[config.mk]
export PLATFORM = sky130hd
export DESIGN_NAME = bwm_mult
export DESIGN_NICKNAME = d
export VERILOG_FILES = /design/src/rtl/bwm_pkg.sv /design/src/rtl/bwm_pp_row.sv /design/src/rtl/bwm_csa_stage.sv /design/src/rtl/bwm_ripple_stage.sv /design/src/rtl/bwm_mult.sv
export SDC_FILE = /design/constraint.sdc
export NUM_CORES = 1
export LEC_CHECK = 0
export BUFFER_PORTS_ARGS = -buffer_cell sky130_fd_sc_hd__clkbuf_2
export CAP_MARGIN = 20
export CORE_MARGIN = 2
export CORE_UTILIZATION = 50
export CTS_BUF_LIST = sky130_fd_sc_hd__clkbuf_4 sky130_fd_sc_hd__clkbuf_8 sky130_fd_sc_hd__clkbuf_16
export CTS_CLUSTER_SIZE = 20
export DETAILED_ROUTE_END_ITERATION = 10
export PLACE_DENSITY = 0.69
export REMOVE_ABC_BUFFERS = 1
export SYNTH_ARGS = -nofsm -noshare
export SYNTH_HDL_FRONTEND = slang
export SYNTH_SLANG_ARGS = --single-unit
[constraint.sdc]
create_clock -name clk -period 1.6 [get_ports clk]
set_input_delay 0.32 -clock clk [delete_from_list [all_inputs] [get_ports clk]]
set_output_delay 0.32 -clock clk [all_outputs]
set_load 0.02 [all_outputs]
[src/rtl/bwm_pkg.sv]
package bwm_pkg;
  localparam int OP_W   = 8;
  localparam int PROD_W = 2 * OP_W;

  // Data that moves through the carry-save rows.
  typedef struct packed {
    logic [OP_W-1:0]   a;
    logic [OP_W-1:0]   b;
    logic [PROD_W-1:0] s;
    logic [PROD_W-1:0] c;
  } csa_t;

  // Data that moves through the carry-propagate stages; resolved bits are written into s.
  typedef struct packed {
    logic [PROD_W-1:0] s;
    logic [PROD_W-1:0] c;
    logic              cy;
  } rip_t;

  function automatic int total_latency(input int rb);
    return 1 + OP_W + PROD_W / rb;
  endfunction
endpackage

[src/rtl/bwm_pp_row.sv]
module bwm_pp_row
  import bwm_pkg::*;
#(
  parameter int ROW = 0
) (
  input  logic [OP_W-1:0]   a,
  input  logic [OP_W-1:0]   b,
  output logic [PROD_W-1:0] pp
);
  always_comb begin
    pp = '0;
    for (int i = 0; i < OP_W; i++) begin
      // complement when exactly one index is the sign position
      if ((i == OP_W-1) != (ROW == OP_W-1)) pp[i+ROW] = ~(a[i] & b[ROW]);
      else                                  pp[i+ROW] =   a[i] & b[ROW];
    end
  end
endmodule

[src/rtl/bwm_csa_stage.sv]
module bwm_csa_stage
  import bwm_pkg::*;
#(
  parameter int ROW = 0
) (
  input  logic clk,
  input  logic rst_n,
  input  logic vld_i,
  input  csa_t d_i,
  output logic vld_o,
  output csa_t d_o
);
  logic [PROD_W-1:0] pp;
  logic [PROD_W-1:0] maj;
  csa_t              d_n;

  bwm_pp_row #(.ROW(ROW)) u_row (.a(d_i.a), .b(d_i.b), .pp(pp));

  always_comb begin
    maj    = (d_i.s & d_i.c) | (d_i.s & pp) | (d_i.c & pp);
    d_n.a  = d_i.a;
    d_n.b  = d_i.b;
    d_n.s  = d_i.s ^ d_i.c ^ pp;
    d_n.c  = {maj[PROD_W-2:0], 1'b0};
  end

  always_ff @(posedge clk or negedge rst_n) begin
    if (!rst_n) vld_o <= 1'b0;
    else        vld_o <= vld_i;
  end

  always_ff @(posedge clk) begin
    if (vld_i) d_o <= d_n;
  end
endmodule

[src/rtl/bwm_ripple_stage.sv]
module bwm_ripple_stage
  import bwm_pkg::*;
#(
  parameter int IDX = 0,
  parameter int RB  = 2
) (
  input  logic clk,
  input  logic rst_n,
  input  logic vld_i,
  input  rip_t d_i,
  output logic vld_o,
  output rip_t d_o
);
  localparam int LO = IDX * RB;

  logic [RB:0] sum;
  rip_t        d_n;

  always_comb begin
    sum = {1'b0, d_i.s[LO +: RB]} + {1'b0, d_i.c[LO +: RB]} + {{RB{1'b0}}, d_i.cy};
    d_n = d_i;
    d_n.s[LO +: RB] = sum[RB-1:0];
    d_n.cy = sum[RB];
  end

  always_ff @(posedge clk or negedge rst_n) begin
    if (!rst_n) vld_o <= 1'b0;
    else        vld_o <= vld_i;
  end

  always_ff @(posedge clk) begin
    if (vld_i) d_o <= d_n;
  end
endmodule

[src/rtl/bwm_mult.sv]
module bwm_mult
  import bwm_pkg::*;
#(
  parameter int RIPPLE_BITS = 2
) (
  input  logic              clk,
  input  logic              rst_n,
  input  logic              in_valid,
  input  logic [OP_W-1:0]   mult_a,
  input  logic [OP_W-1:0]   mult_b,
  output logic              out_valid,
  output logic [PROD_W-1:0] product
);
  localparam int NRIP = PROD_W / RIPPLE_BITS;
  localparam logic [PROD_W-1:0] BW_CONST =
    (PROD_W'(1) << OP_W) | (PROD_W'(1) << (PROD_W-1));

  csa_t csa_d [0:OP_W];
  logic csa_v [0:OP_W];
  rip_t rip_d [0:NRIP];
  logic rip_v [0:NRIP];
  csa_t in_n;

  // input register: operands plus the sign-correction constant
  always_comb begin
    in_n.a = mult_a;
    in_n.b = mult_b;
    in_n.s = BW_CONST;
    in_n.c = '0;
  end

  always_ff @(posedge clk or negedge rst_n) begin
    if (!rst_n) csa_v[0] <= 1'b0;
    else        csa_v[0] <= in_valid;
  end

  always_ff @(posedge clk) begin
    if (in_valid) csa_d[0] <= in_n;
  end

  for (genvar r = 0; r < OP_W; r++) begin : g_row
    bwm_csa_stage #(.ROW(r)) u_csa (
      .clk(clk), .rst_n(rst_n),
      .vld_i(csa_v[r]),   .d_i(csa_d[r]),
      .vld_o(csa_v[r+1]), .d_o(csa_d[r+1])
    );
  end

  always_comb begin
    rip_v[0]    = csa_v[OP_W];
    rip_d[0].s  = csa_d[OP_W].s;
    rip_d[0].c  = csa_d[OP_W].c;
    rip_d[0].cy = 1'b0;
  end

  for (genvar k = 0; k < NRIP; k++) begin : g_rip
    bwm_ripple_stage #(.IDX(k), .RB(RIPPLE_BITS)) u_rip (
      .clk(clk), .rst_n(rst_n),
      .vld_i(rip_v[k]),   .d_i(rip_d[k]),
      .vld_o(rip_v[k+1]), .d_o(rip_d[k+1])
    );
  end

  assign out_valid = rip_v[NRIP];
  assign product   = rip_d[NRIP].s;
endmodule

Word level (Yosys, flattened, before mapping)
Cells that the tools add are included.

storage, ports and cells
  register bits = 604
  bits of input ports = 19
  output and inout port bits = 17
  logic and storage cells = 207

operators by class
  add/subtract/negate cells = 15
  bitwise gates (word level) = 122

operators by type and width
  operator        count
  $or 15x15->15   12
  $and 15x15->15  7
  $xor 16x16->16  5
  $and 1x1->1     64
  $xor 16x10->16  2
  $and 15x10->15  2
  $and 15x11->15  2
  $and 15x12->15  2
  $and 15x13->15  2
  $and 15x14->15  2
  $add 2x2->3     7
  $add 3x1->3     6
  $xor 16x11->16  1
  $xor 16x12->16  1
  $xor 16x13->16  1
  $xor 16x14->16  1
  $xor 16x15->16  1
  $xor 16x9->16   1
  $not 1->1       14
  $and 10x10->10  1
  $and 9x9->9     1
  $add 2x1->2     1
  $add 2x2->2     1

Depth between registers and ports, before layout
  depth after elaboration = 5
  depth in mapped cells = 4

Modules after synthesis
A second synthesis with hierarchy kept.

second synthesis, totals
  cell total of the unflattened synthesis = 1035
  area total of the unflattened synthesis = 24250.8 µm²

modules (own cells, without submodules)
  module                                 instances  cells an instance  area an instance (µm²)  seq. area each (µm²)
  bwm_csa_stage                          8          66                 1771.7                  1436.4
  bwm_ripple_stage                       8          44                 1086.0                  1016.0
  bwm_pp_row (g_row[0].u_csa.u_row ...)  7          17                 111.4                   0.0
  bwm_mult                               1          19                 513.0                   505.5
  bwm_pp_row (g_row[7].u_csa.u_row)      1          17                 96.3                    0.0

Worst setup path after synthesis
Ideal clock, no wire load.

  path type = flip-flop to flip-flop
  from = register g_rip[4].u_rip.d_o[0] (netlist bit)
  to = register g_rip[5].u_rip.d_o[28] (netlist bit) (data pin)
  library setup time = 0.250 ns
  arrival = 1.277 ns
  required time = 1.350 ns
  path slack = 0.073 ns
  cell stages (with the launch flop) = 5
  path buffers = 0
  clock period less this slack = 1.527 ns
  path through = edfxtp_1 -> inv_1 -> fa_1 -> fa_1 -> inv_1

between the ends
  word-level cells in the longest chain between the ends = 1

ends and longest elaborated chain
  what                       RTL line                RTL
  from (decl)                bwm_ripple_stage.sv:12  output rip_t d_o
  from (signal assigned)     bwm_ripple_stage.sv:32  if (vld_i) d_o <= d_n;
  $add 3x1->3                bwm_ripple_stage.sv:20  sum = {1'b0, d_i.s[LO +: RB]} + {1'b0, d_i.c[LO +: RB]} + {{RB{1'b0}}, d_i.cy};
  via g_rip[5].u_rip.sum[1]  bwm_ripple_stage.sv:16  logic [RB:0] sum;
  to (signal assigned)       bwm_ripple_stage.sv:32
  to (decl)                  bwm_ripple_stage.sv:12

The timed path passes the listed nets, and every way through them passes these cells.
A chain may end at the register's enable or synchronous reset.

Final worst setup path
  from = register g_rip[5].u_rip.d_o[29] (netlist bit)
  to = register g_rip[6].u_rip.d_o[30] (netlist bit) (data pin)

between the ends
  word-level cells in the longest chain between the ends = 2

ends and longest elaborated chain
  what                       RTL line
  $add 2x2->3                bwm_ripple_stage.sv:20
  $add 3x1->3                bwm_ripple_stage.sv:20
  via g_rip[6].u_rip.sum[1]  bwm_ripple_stage.sv:16
  to (signal assigned)       bwm_ripple_stage.sv:32
  to (decl)                  bwm_ripple_stage.sv:12

The timed path passes the listed nets, and every way through them passes these cells.

==> flow_metrics.py <==
metrics = {
    "status": {
        "status": "finished clean",
    },
    "sta": {
        "tightest_slew_ps": 491,
        "hold_violations": 0,
        "fin_skew_ps": 17.0,
        "period_share": 0.977,
        "max_slew_margin": 0.673,
        "finalMaxSlewViolations": 0,
        "setup_violations": 0,
        "fin_crit_ps": 1560,
        "final.setup.worst_slack_ps": 36.3,
        "rsz0062_at_grt": "no",
        "fmax_ghz": 0.640,
    },
    "worst_setup_path": {
        "cp_max_fo": 1,
        "required_ps": 1870,
        "startpoint": "g_rip[5].u_rip.d_o[29]$_DFFE_PP_",
        "start_kind": "register",
        "crit_chain": "inv_1 -> fa_2 -> fa_1 -> inv_1",
        "r2r_cells": 4,
        "r2r-end": "g_rip[6].u_rip.d_o[30]$_DFFE_PP_",
        "path_delay_family": "adder cells",
        "ff2ff_setup_slack_ps": 40,
        "path_class": "register to register",
        "path_buf_inv": 2,
        "cp.depth": 4,
        "critical_path.endpoint": "g_rip[6].u_rip.d_o[30]$_DFFE_PP_",
        "crit_path_end_kind": "register",
        "slowest_delay_ps": 500,
        "critPathSlowestCell": "fa_1",
        "cp.arrival_ps": 1840,
        "r2r_start": "g_rip[5].u_rip.d_o[29]$_DFFE_PP_",
        "cp_common_cell": "inv_1",
    },
    "place": {
        "gp_congestion": 0.718,
        "io_buffer_count": 35,
        "placed_area_um2": 15900,
        "pre_cts_ws_ps": -34.1,
        "hpwl_um": 10100,
        "dp_cells": 1195,
    },
    "clocking": {
        "cts.sinks": 433,
        "root_buffer": "clkbuf_16",
        "cts_tree": "done",
        "clk_pin_slew_worst_paths_ps": 60,
        "htreeDepth": 2,
        "cts.path.max_buffers": 3,
        "worstSkewPairLatency_ps": 510,
        "cts_setup_buffers": 0,
        "cts-buffers-inserted": 41,
    },
    "layout": {
        "diodes": 0,
        "mostFrequentLayoutCells": "edfxtp_1, inv_1, fa_1, nand2_1, clkbuf_16",
        "fin_cells": 1284,
        "layout-drive-gt1-share": 0.133,
        "fillers": 2111,
        "finalNetCount": 946,
        "final_util": 0.584,
        "final_area_um2": 17300,
        "syn_to_final_growth_pct": 14.7,
        "final_common_cell": "edfxtp_1",
    },
    "pwr": {
        "vdd_drop_max_uv": 908,
        "p_leak_uw": 0.00683,
        "power_density_nw_per_um2": 1320,
        "power_uw": 23000,
    },
    "floorplanning": {
        "start_util": 0.509,
        "die_x_um": 178,
        "rows": 63,
        "die_area_um2": 31600,
        "io_pins": 36,
        "dieHeight_um": 178,
        "core-area_um2": 29700,
    },
    "yosys": {
        "synth_top_family_by_area": "adder cells",
        "ys_ff_latch": 433,
        "synthTopCellsByArea": "edfxtp_1, fa_1, inv_1",
        "synth-compound-area-share": 0,
        "yosys_warnings": 0,
        "netlist.area_leader.share": 0.827,
        "synth-simple-area-share": 0.0200,
        "syn_inst": 759,
        "syn_avg_cell_area_um2": 19.9,
        "synthXorXnorAreaFrac": 0.000580,
        "synthMuxAreaShare": 0,
        "ys_seq_area_frac": 0.855,
        "post_synth_num_cell_types": 9,
        "syn-cell-area_um2": 15100,
        "synth_largest_area_cell": "edfxtp_1",
        "synth_fa_ha_area_frac": 0.0752,
    },
    "drt": {
        "wl_per_cell_um": 12.1,
        "postRouteAntennaNets": 0,
        "first_pass_iters": 4,
        "vias_per_cell": 4.40,
        "num_vias": 5655,
        "drt_wl_total_um": 15500,
        "drt_iter0_markers": 250,
        "drc": 0,
    },
    "min_path": {
        "hp-start": "in_valid",
        "hold_class": "input pin to register",
    },
    "global_routing": {
        "grt_max_degree": 33,
        "grt_pass1_vias": 5997,
        "overflow": 0,
        "grt_antenna_before_repair": 0,
        "grt_pass1_wl_um": 26700,
        "gr-usage-all-layers": 0.107,
    },
    "job": {
        "cap_violations": 0,
    },
}
## routing by layer
layer / wire, um / vias up / part of all wire / track usage
met5: 0 / - / 0 / 0
met4: 488 / 0 / 0.031 / 0.0454
met2: 9170 / 91 / 0.59 / 0.217
li1: - / 2762 / - / -
met3: 689 / 45 / 0.044 / 0.0274
met1: 5150 / 2757 / 0.33 / 0.0978
## through the flow
stage,hold WS (ps),TNS (ps)
6_report,213,0
4_1_cts,205,0
3_5_place_dp,308,-34.1
3_3_place_gp,296,0
2_1_floorplan,24.4,0
5_1_grt,234,0
## cell usage after synthesis, drive strengths merged
cell type,number
edfxtp,416
nand2,42
fa,48
ha,14
dfrtp,17
inv,193
xor2,1
buf,5
and2,23
## logic make-up after synthesis
| kind of cell | count (synthesis) |
|---|---|
| XOR/XNOR | 1 |
| adder cells (fa/ha/maj) | 62 |
| flip-flops | 433 |
| buffers and inverters | 198 |
| AND/OR/NAND/NOR | 65 |
## cell type report
| type | instances | area [um2] | area share |
|---|---|---|---|
| Clock buffer | 57 | 1150 | 0.0665 |
| Clock inverter | 15 | 92.6 | 0.00534 |
| Inverter | 193 | 724 | 0.0418 |
| Multi-Input combinational cell | 128 | 1450 | 0.0837 |
| Sequential cell | 433 | 12900 | 0.745 |
| Tap cell | 390 | 488 | 0.0281 |
| Timing Repair Buffer | 68 | 515 | 0.0297 |
## worst reg2reg max path: stages, from the launching register on
cell and delay, ps:
edfxtp_1 330, inv_1 60, fa_2 400, fa_1 510, inv_1 40
## flip-flops by register name, summed over array words and instances, names as in the netlist
register,cells
g_row.u_csa.d_o,232
g_rip.u_rip.d_o,168
csa_d,16
g_rip.u_rip.vld_o,8
g_row.u_csa.vld_o,8
csa_v,1
## repair_timing
| item | 4_1_cts | 5_1_grt |
|---|---|---|
| pin swaps | 0 | 1 |
| endpoints found under the hold margin | 33 | 0 |
| resized for setup | 2 | 0 |
| endpoints found under the setup margin | 2 | 1 |
| hold buffers | 17 | 0 |
## how the worst min path moves through the flow
stage | cells past startpoint | end | slack, ps
floorplan | 0 | csa_v[8]$_DFF_PN0_ | 20
global placement | 1 | csa_v[8]$_DFF_PN0_ | 300
detailed placement | 1 | csa_v[8]$_DFF_PN0_ | 310
CTS | 1 | csa_v[8]$_DFF_PN0_ | 210
global route | 1 | csa_v[8]$_DFF_PN0_ | 230
finish | 1 | csa_v[8]$_DFF_PN0_ | 210
## power by group
part	switching, uW	internal (uW)
sequential	188	13200
combinational	488	270
clock	3650	5180
Note: power is estimated with default switching activity, not from simulation.
